### config.mk
export PLATFORM = sky130hd
export DESIGN_NAME = load_use_interlock
export DESIGN_NICKNAME = d
export VERILOG_FILES = /design/src/rtl/lui_pkg.sv /design/src/rtl/lui_hazard_detect.sv /design/src/rtl/lui_bubble_mux.sv /design/src/rtl/lui_stage_regs.sv /design/src/rtl/load_use_interlock.sv
export SDC_FILE = /design/constraint.sdc
export NUM_CORES = 1
export LEC_CHECK = 0
export ABC_CLOCK_PERIOD_IN_PS = 4630
export BUFFER_PORTS_ARGS = -buffer_cell sky130_fd_sc_hd__buf_4
export CAP_MARGIN = 25
export CORE_MARGIN = 4
export CORE_UTILIZATION = 51
export CTS_CLUSTER_DIAMETER = 30
export DETAILED_ROUTE_END_ITERATION = 12
export GPL_TIMING_DRIVEN = 0
export PLACE_DENSITY = 0.8
export SYNTH_ARGS = -nofsm -noshare
export SYNTH_HDL_FRONTEND = slang
export SYNTH_HIERARCHICAL = 1
export SYNTH_SLANG_ARGS = --single-unit
### constraint.sdc
create_clock -name clk -period 4.63 [get_ports clk]
set_clock_uncertainty 0.2 [all_clocks]
set_input_delay 0.6945 -clock clk [delete_from_list [all_inputs] [get_ports clk]]
set_output_delay 0.6945 -clock clk [all_outputs]
set_load 0.02 [all_outputs]
### src/rtl/lui_pkg.sv
// Package: shared constants for the load-use interlock.
// Holds the control-word layout (bit 8 = destination-select down to
// bit 0 = memory-to-register), the instruction field positions that the
// hazard compare decodes, and the per-class control words.
package lui_pkg;

    localparam int CTRL_W = 9;

    // Control-word bit indices.
    localparam int CB_DST_SEL  = 8;
    localparam int CB_ALU_HI   = 7;
    localparam int CB_ALU_LO   = 6;
    localparam int CB_ALU_SRC  = 5;
    localparam int CB_BRANCH   = 4;
    localparam int CB_MEM_RD   = 3;
    localparam int CB_MEM_WR   = 2;
    localparam int CB_REG_WR   = 1;
    localparam int CB_MEM2REG  = 0;

    // Source field positions inside an instruction word.
    localparam int SRC_A_LSB = 21;
    localparam int SRC_B_LSB = 16;

    typedef logic [CTRL_W-1:0] ctrl_word_t;

    // Decoded words per instruction class; don't-care bits are zero.
    localparam ctrl_word_t CW_REGREG = 9'h182;
    localparam ctrl_word_t CW_LOAD   = 9'h02B;
    localparam ctrl_word_t CW_STORE  = 9'h024;
    localparam ctrl_word_t CW_BEQ    = 9'h050;
    localparam ctrl_word_t CW_BUBBLE = '0;

endpackage

### src/rtl/lui_hazard_detect.sv
// Module: load-use hazard compare.
// Raises stall when the execute-stage instruction reads memory and its
// target field matches either source field of the decode instruction.
// Both write enables are the inverse of stall. Purely combinational.
// Assumes the field inputs are already sliced by the caller.
module lui_hazard_detect #(
    parameter int REG_AW = 5
) (
    input  logic              ex_mem_read,
    input  logic [REG_AW-1:0] ex_dst,
    input  logic [REG_AW-1:0] dec_src_a,
    input  logic [REG_AW-1:0] dec_src_b,
    output logic              stall,
    output logic              pc_we,
    output logic              ifid_we
);

    logic hit_a;
    logic hit_b;

    // Compare the pending load target against each decode source.
    always_comb begin
        hit_a = (ex_dst == dec_src_a);
        hit_b = (ex_dst == dec_src_b);
    end

    // A match only matters when execute holds a memory read.
    always_comb begin
        stall   = ex_mem_read && (hit_a || hit_b);
        pc_we   = !stall;
        ifid_we = !stall;
    end

endmodule

### src/rtl/lui_bubble_mux.sv
// Module: control-word bubble selector.
// Passes the decoded control word through, or forces every bit to zero
// when kill is high, so execute receives a no-op. One gate per bit.
module lui_bubble_mux #(
    parameter int W = 9
) (
    input  logic         kill,
    input  logic [W-1:0] ctrl_in,
    output logic [W-1:0] ctrl_out
);

    // Gate each control bit with the kill request.
    for (genvar i = 0; i < W; i++) begin : g_bit
        assign ctrl_out[i] = ctrl_in[i] & ~kill;
    end

endmodule

### src/rtl/lui_stage_regs.sv
// Module: registered model of the front of the pipeline.
// Holds the program counter, the fetch/decode instruction, the
// decode/execute control word and target field, and the execute/memory
// control word. The program counter and fetch/decode load only when
// their enables are high; the later registers load at every edge.
// Synchronous active-low reset clears every register.
module lui_stage_regs #(
    parameter int PC_W   = 32,
    parameter int INSN_W = 32,
    parameter int REG_AW = 5,
    parameter int CW     = 9
) (
    input  logic              clk,
    input  logic              rst_n,
    input  logic              pc_we,
    input  logic              ifid_we,
    input  logic [INSN_W-1:0] fetch_insn,
    input  logic [CW-1:0]     idex_ctrl_d,
    input  logic [REG_AW-1:0] idex_rt_d,
    output logic [PC_W-1:0]   pc_q,
    output logic [INSN_W-1:0] ifid_q,
    output logic [CW-1:0]     idex_ctrl_q,
    output logic [REG_AW-1:0] idex_rt_q,
    output logic [CW-1:0]     exmem_ctrl_q
);

    localparam logic [PC_W-1:0] PC_STEP = PC_W'(4);

    // Program counter: step by one word unless held.
    always_ff @(posedge clk) begin
        if (!rst_n)     pc_q <= '0;
        else if (pc_we) pc_q <= pc_q + PC_STEP;
    end

    // Fetch/decode register: capture the fetched word unless held.
    always_ff @(posedge clk) begin
        if (!rst_n)       ifid_q <= '0;
        else if (ifid_we) ifid_q <= fetch_insn;
    end

    // Decode/execute register: always advances, bubble or not.
    always_ff @(posedge clk) begin
        if (!rst_n) begin
            idex_ctrl_q <= '0;
            idex_rt_q   <= '0;
        end else begin
            idex_ctrl_q <= idex_ctrl_d;
            idex_rt_q   <= idex_rt_d;
        end
    end

    // Execute/memory register: older instructions never wait.
    always_ff @(posedge clk) begin
        if (!rst_n) exmem_ctrl_q <= '0;
        else        exmem_ctrl_q <= idex_ctrl_q;
    end

endmodule

### src/rtl/load_use_interlock.sv
// Module: load-use interlock, top level.
// Slices the source fields of the fetch/decode instruction, compares
// them with the execute-stage load target, and on a hit holds the
// program counter and fetch/decode while zeroing the control word that
// enters execute. Assumes dec_ctrl is the decoder output for the word
// in fetch/decode, and fetch_insn is the word addressed by pc_q.
module load_use_interlock #(
    parameter int PC_W   = 32,
    parameter int INSN_W = 32,
    parameter int REG_AW = 5
) (
    input  logic                      clk,
    input  logic                      rst_n,
    input  logic [INSN_W-1:0]         fetch_insn,
    input  logic [lui_pkg::CTRL_W-1:0] dec_ctrl,
    output logic [PC_W-1:0]           pc_q,
    output logic [INSN_W-1:0]         ifid_insn_q,
    output logic                      pc_wr_en,
    output logic                      ifid_wr_en,
    output logic                      stall,
    output logic [lui_pkg::CTRL_W-1:0] idex_ctrl_next,
    output logic [lui_pkg::CTRL_W-1:0] idex_ctrl_q,
    output logic [REG_AW-1:0]         idex_rt_q,
    output logic [lui_pkg::CTRL_W-1:0] exmem_ctrl_q
);

    import lui_pkg::*;

    logic [REG_AW-1:0] dec_src_a;
    logic [REG_AW-1:0] dec_src_b;

    // Slice both source fields out of the decode instruction.
    always_comb begin
        dec_src_a = ifid_insn_q[SRC_A_LSB +: REG_AW];
        dec_src_b = ifid_insn_q[SRC_B_LSB +: REG_AW];
    end

    lui_hazard_detect #(
        .REG_AW (REG_AW)
    ) u_detect (
        .ex_mem_read (idex_ctrl_q[CB_MEM_RD]),
        .ex_dst      (idex_rt_q),
        .dec_src_a   (dec_src_a),
        .dec_src_b   (dec_src_b),
        .stall       (stall),
        .pc_we       (pc_wr_en),
        .ifid_we     (ifid_wr_en)
    );

    lui_bubble_mux #(
        .W (CTRL_W)
    ) u_bubble (
        .kill     (stall),
        .ctrl_in  (dec_ctrl),
        .ctrl_out (idex_ctrl_next)
    );

    lui_stage_regs #(
        .PC_W   (PC_W),
        .INSN_W (INSN_W),
        .REG_AW (REG_AW),
        .CW     (CTRL_W)
    ) u_regs (
        .clk          (clk),
        .rst_n        (rst_n),
        .pc_we        (pc_wr_en),
        .ifid_we      (ifid_wr_en),
        .fetch_insn   (fetch_insn),
        .idex_ctrl_d  (idex_ctrl_next),
        .idex_rt_d    (dec_src_b),
        .pc_q         (pc_q),
        .ifid_q       (ifid_insn_q),
        .idex_ctrl_q  (idex_ctrl_q),
        .idex_rt_q    (idex_rt_q),
        .exmem_ctrl_q (exmem_ctrl_q)
    );

endmodule

==> impl_results.md <==
- Worst EP arrival: 2.05 ns
- HPWL Detailed: 6630 µm
- Final setup violating endpoints: 0
- Outcome: complete, no violations
- Clk sink count: 85
- RSZ-0062 raised after global routing: no
- Final #Nets: 544
- Critical path depth: 5
- TritonCTS clock tree: built
- PwrDens: 331 nW/µm²
- Final hold vios: 0
- Initial DRC count: 116
- Slew @ Worst Pin: 0.788 ns
- Worst-skew pair later-pin latency: 0.34 ns
- Hold WS: 0.264 ns
- Hold Crit Class: register to register
- Initial antenna violation count: 0
- CP Launch Type: register
- CP max stage delay: 0.64 ns
- Worst R2R Path Depth: 9
- Global route overflow: 0
- Clock Path Buffers: 2
- Post_cts resized: 0
- Share of layout cells above drive strength 1: 0.330
- Switch Pwr: 0.000414 W
- Met3 wire length: 696 µm
- Critical path cell sequence: xnor2_1, nand4_1, o22ai_1, nor2b_1, buf_4
- Root Driver: clkbuf_8
- Post-synthesis sequential area ratio: 0.497
- Mean Syn Cell Area: 9.81 µm²
- WP data required: 3.74 ns
- Pre-CTS setup slack: 2.06 ns
- Max Used Layer: met4
- Synth Instances: 349
- Leakage: 2.23 nW
- Avg WL per Cell: 15.1 µm
- Vias: 3,026
- Vias per cell: 5.22
- CTS HTree Levels: 3
- Antenna Cells: 0
- Smallest setup slack after layout: 1.68 ns
- Drt drc: 0
- I/O pin cnt: 142
- Hold buffers post-CTS: 0
- Switch share: 0.263
- Total Routing Usage GR: 0.220
- Setup Buffers After CTS: 0
- Num rows: 29
- Slowest CP cell: o22ai_1
- Antenna-violating nets left: 0
- Max-slew violations: 0
- CTS buffer count: 9
- Met2 WL: 4280 µm
- Worst hold path cell count: 1
- Total Power: 0.00157 W
- Min Tclk post-route: 2.95 ns
- Port bufs: 139
- Netlist cell types: 35
- Syn-to-layout area delta: 38.7%
- Die footprint: 8090 µm²
- DRT Wirelength: 8780 µm
- Die Wd: 89.9 µm
- Initial Util: 0.533
- Wl on met1: 3610 µm
- Mapped Area: 3420 µm²
- Rel. slew slack: 0.475
- Peak VDD IR: 0.198 mV
- Crit-path max FO: 10
- Max Cap Viol: 0
- Comb power frac: 0.181
- Vias in the first global route: 3,078
- Sum Neg Setup Slack: 0 ns
- Cell family with most CP delay: compound AO/OA/AOI/OAI gates
- CP Capture Type: primary output
- First-pass GRT wire length: 14,600 µm
- Worst Setup Path Type: register to primary output
- Final GP Congestion: 0.827
- Largest net degree at the start of global routing: 13
- Clk network pwr share: 0.313
- Fin crit share: 0.637
- Flop pwr share: 0.506
- CP bufs+invs: 1
- Die Y: 89.9 µm
- Core box area: 6420 µm²
- Internal power: 0.00116 W
- DRT Pass-1 Iters: 4
- Max Clock Freq: 0.339 GHz
- Clk slew on worst S/H paths: 0.07 ns
- #FFs+latches synth: 85
- Synth warnings: 6
- Post-route core utilization: 0.739
==> final cells by class <==
cell class                 count  area, µm²
clock buffer                  12        145
multi-input combinational    235       1550
sequential                    85       1700
buffer                        24        154
fill                         493       1680
timing repair buffer         139       1040
inverter                       6       22.5
clock inverter                 2       35.0
tap                           77       96.3
==> metal layers <==
layer,GRT usage,vias up
li1,-,1498
met1,0.255,1400
met3,0.0643,14
met4,0.105,0
met5,0,-
met2,0.375,114
==> cell families (layout without fill, tap and decap cells) <==
family,Yosys count,after routing,share of synthesized area
AOI/OAI and AO/OA,28,28,0.0519
xor gates and xnor gates,22,22,0.0563
adders and majority gates,1,1,0.00365
buffers and inverters,30,183,0.0515
DFF,85,85,0.497
muxes,37,37,0.108
other,1,2,0.00110
and+or+nand+nor,145,145,0.230
==> cells in the mapped netlist <==
library cell,n,area share
dfxtp_1,85,0.50
nor2_1,46,0.050
mux2i_1,37,0.11
and2_1,24,0.044
xnor2_1,21,0.054
nand2_1,13,0.014
a21oi_1,12,0.018
clkbuf_1,11,0.012
nand4_1,11,0.020
o31ai_1,10,0.022
or4_1,10,0.022
nor2b_1,9,0.016
buf_6,7,0.023
nand3_1,7,0.010
nor4_1,7,0.013
inv_1,6,0.0066
nor3_1,5,0.0073
nand2b_1,4,0.0073
buf_1,3,0.0033
buf_4,3,0.0066
and4_1,2,0.0051
o21ai_0,2,0.0029
or3_1,2,0.0037
and3_1,1,0.0018
conb_1,1,0.0011
ha_1,1,0.0037
nand3_2,1,0.0029
nand4_4,1,0.0062
o21a_1,1,0.0022
o22a_1,1,0.0026
o22ai_1,1,0.0018
o31a_2,1,0.0029
or4_2,1,0.0026
or4_4,1,0.0033
xor2_1,1,0.0026
==> power groups by stage <==
stage	sequential (W)	combinational (W)	clock, W
2_1_floorplan	0.000853	0.000115	0
3_3_place_gp	0.000810	0.000281	0
3_5_place_dp	0.000811	0.000287	0
4_1_cts	0.000795	0.000288	0.000505
5_1_grt	0.000800	0.000309	0.000534
6_report	0.000795	0.000285	0.000492
==> registers in the layout, indices dropped and copies added (netlist names) <==
signal,cells
u_regs/ifid_q,32
u_regs/pc_q,30
u_regs/exmem_ctrl_q,9
u_regs/idex_ctrl_q,9
u_regs/idex_rt_q,5
==> worst reg2reg max path: stages (launching register included) <==
cell and delay [ns]:
dfxtp_1 0.41, xnor2_1 0.09, nand4_1 0.11, o22a_1 0.21, buf_4 0.13, clkbuf_1 0.23, nand2_1 0.28, nor4_1 0.50
nand3_1 0.15, mux2i_1 0.14
==> final timing paths <==
| check | from | endpoint | slack (ns) |
|---|---|---|---|
| worst min register to register | u_regs/idex_ctrl_q[7] | u_regs/exmem_ctrl_q[7] | 0.26 |
| worst max register to register | u_regs/ifid_q[21] | u_regs/pc_q[16] | 2.05 |
| worst min-delay path | u_regs/idex_ctrl_q[7] | u_regs/exmem_ctrl_q[7] | 0.26 |
| worst max-delay path | u_regs/idex_rt_q[4] | idex_ctrl_next[3] | 1.68 |
==> stage by stage <==
stage | cell area [µm²] | instances
after floorplan | 3430 | 350
after global placement | 4570 | 566
after detailed placement | 4570 | 566
after CTS | 4750 | 580
after global routing | 4750 | 580
final | 4750 | 580
==> cell usage in the layout, fill, tap and decap left out, types with 11 or more instances in the layout <==
cell,n
buf_4,142
nand4_1,11
nand2_1,13
a21oi_1,12
xnor2_1,21
mux2i_1,37
clkbuf_1,13
dfxtp_1,85
and2_1,24
nor2_1,46
Note: power is estimated with default switching activity, not from simulation.
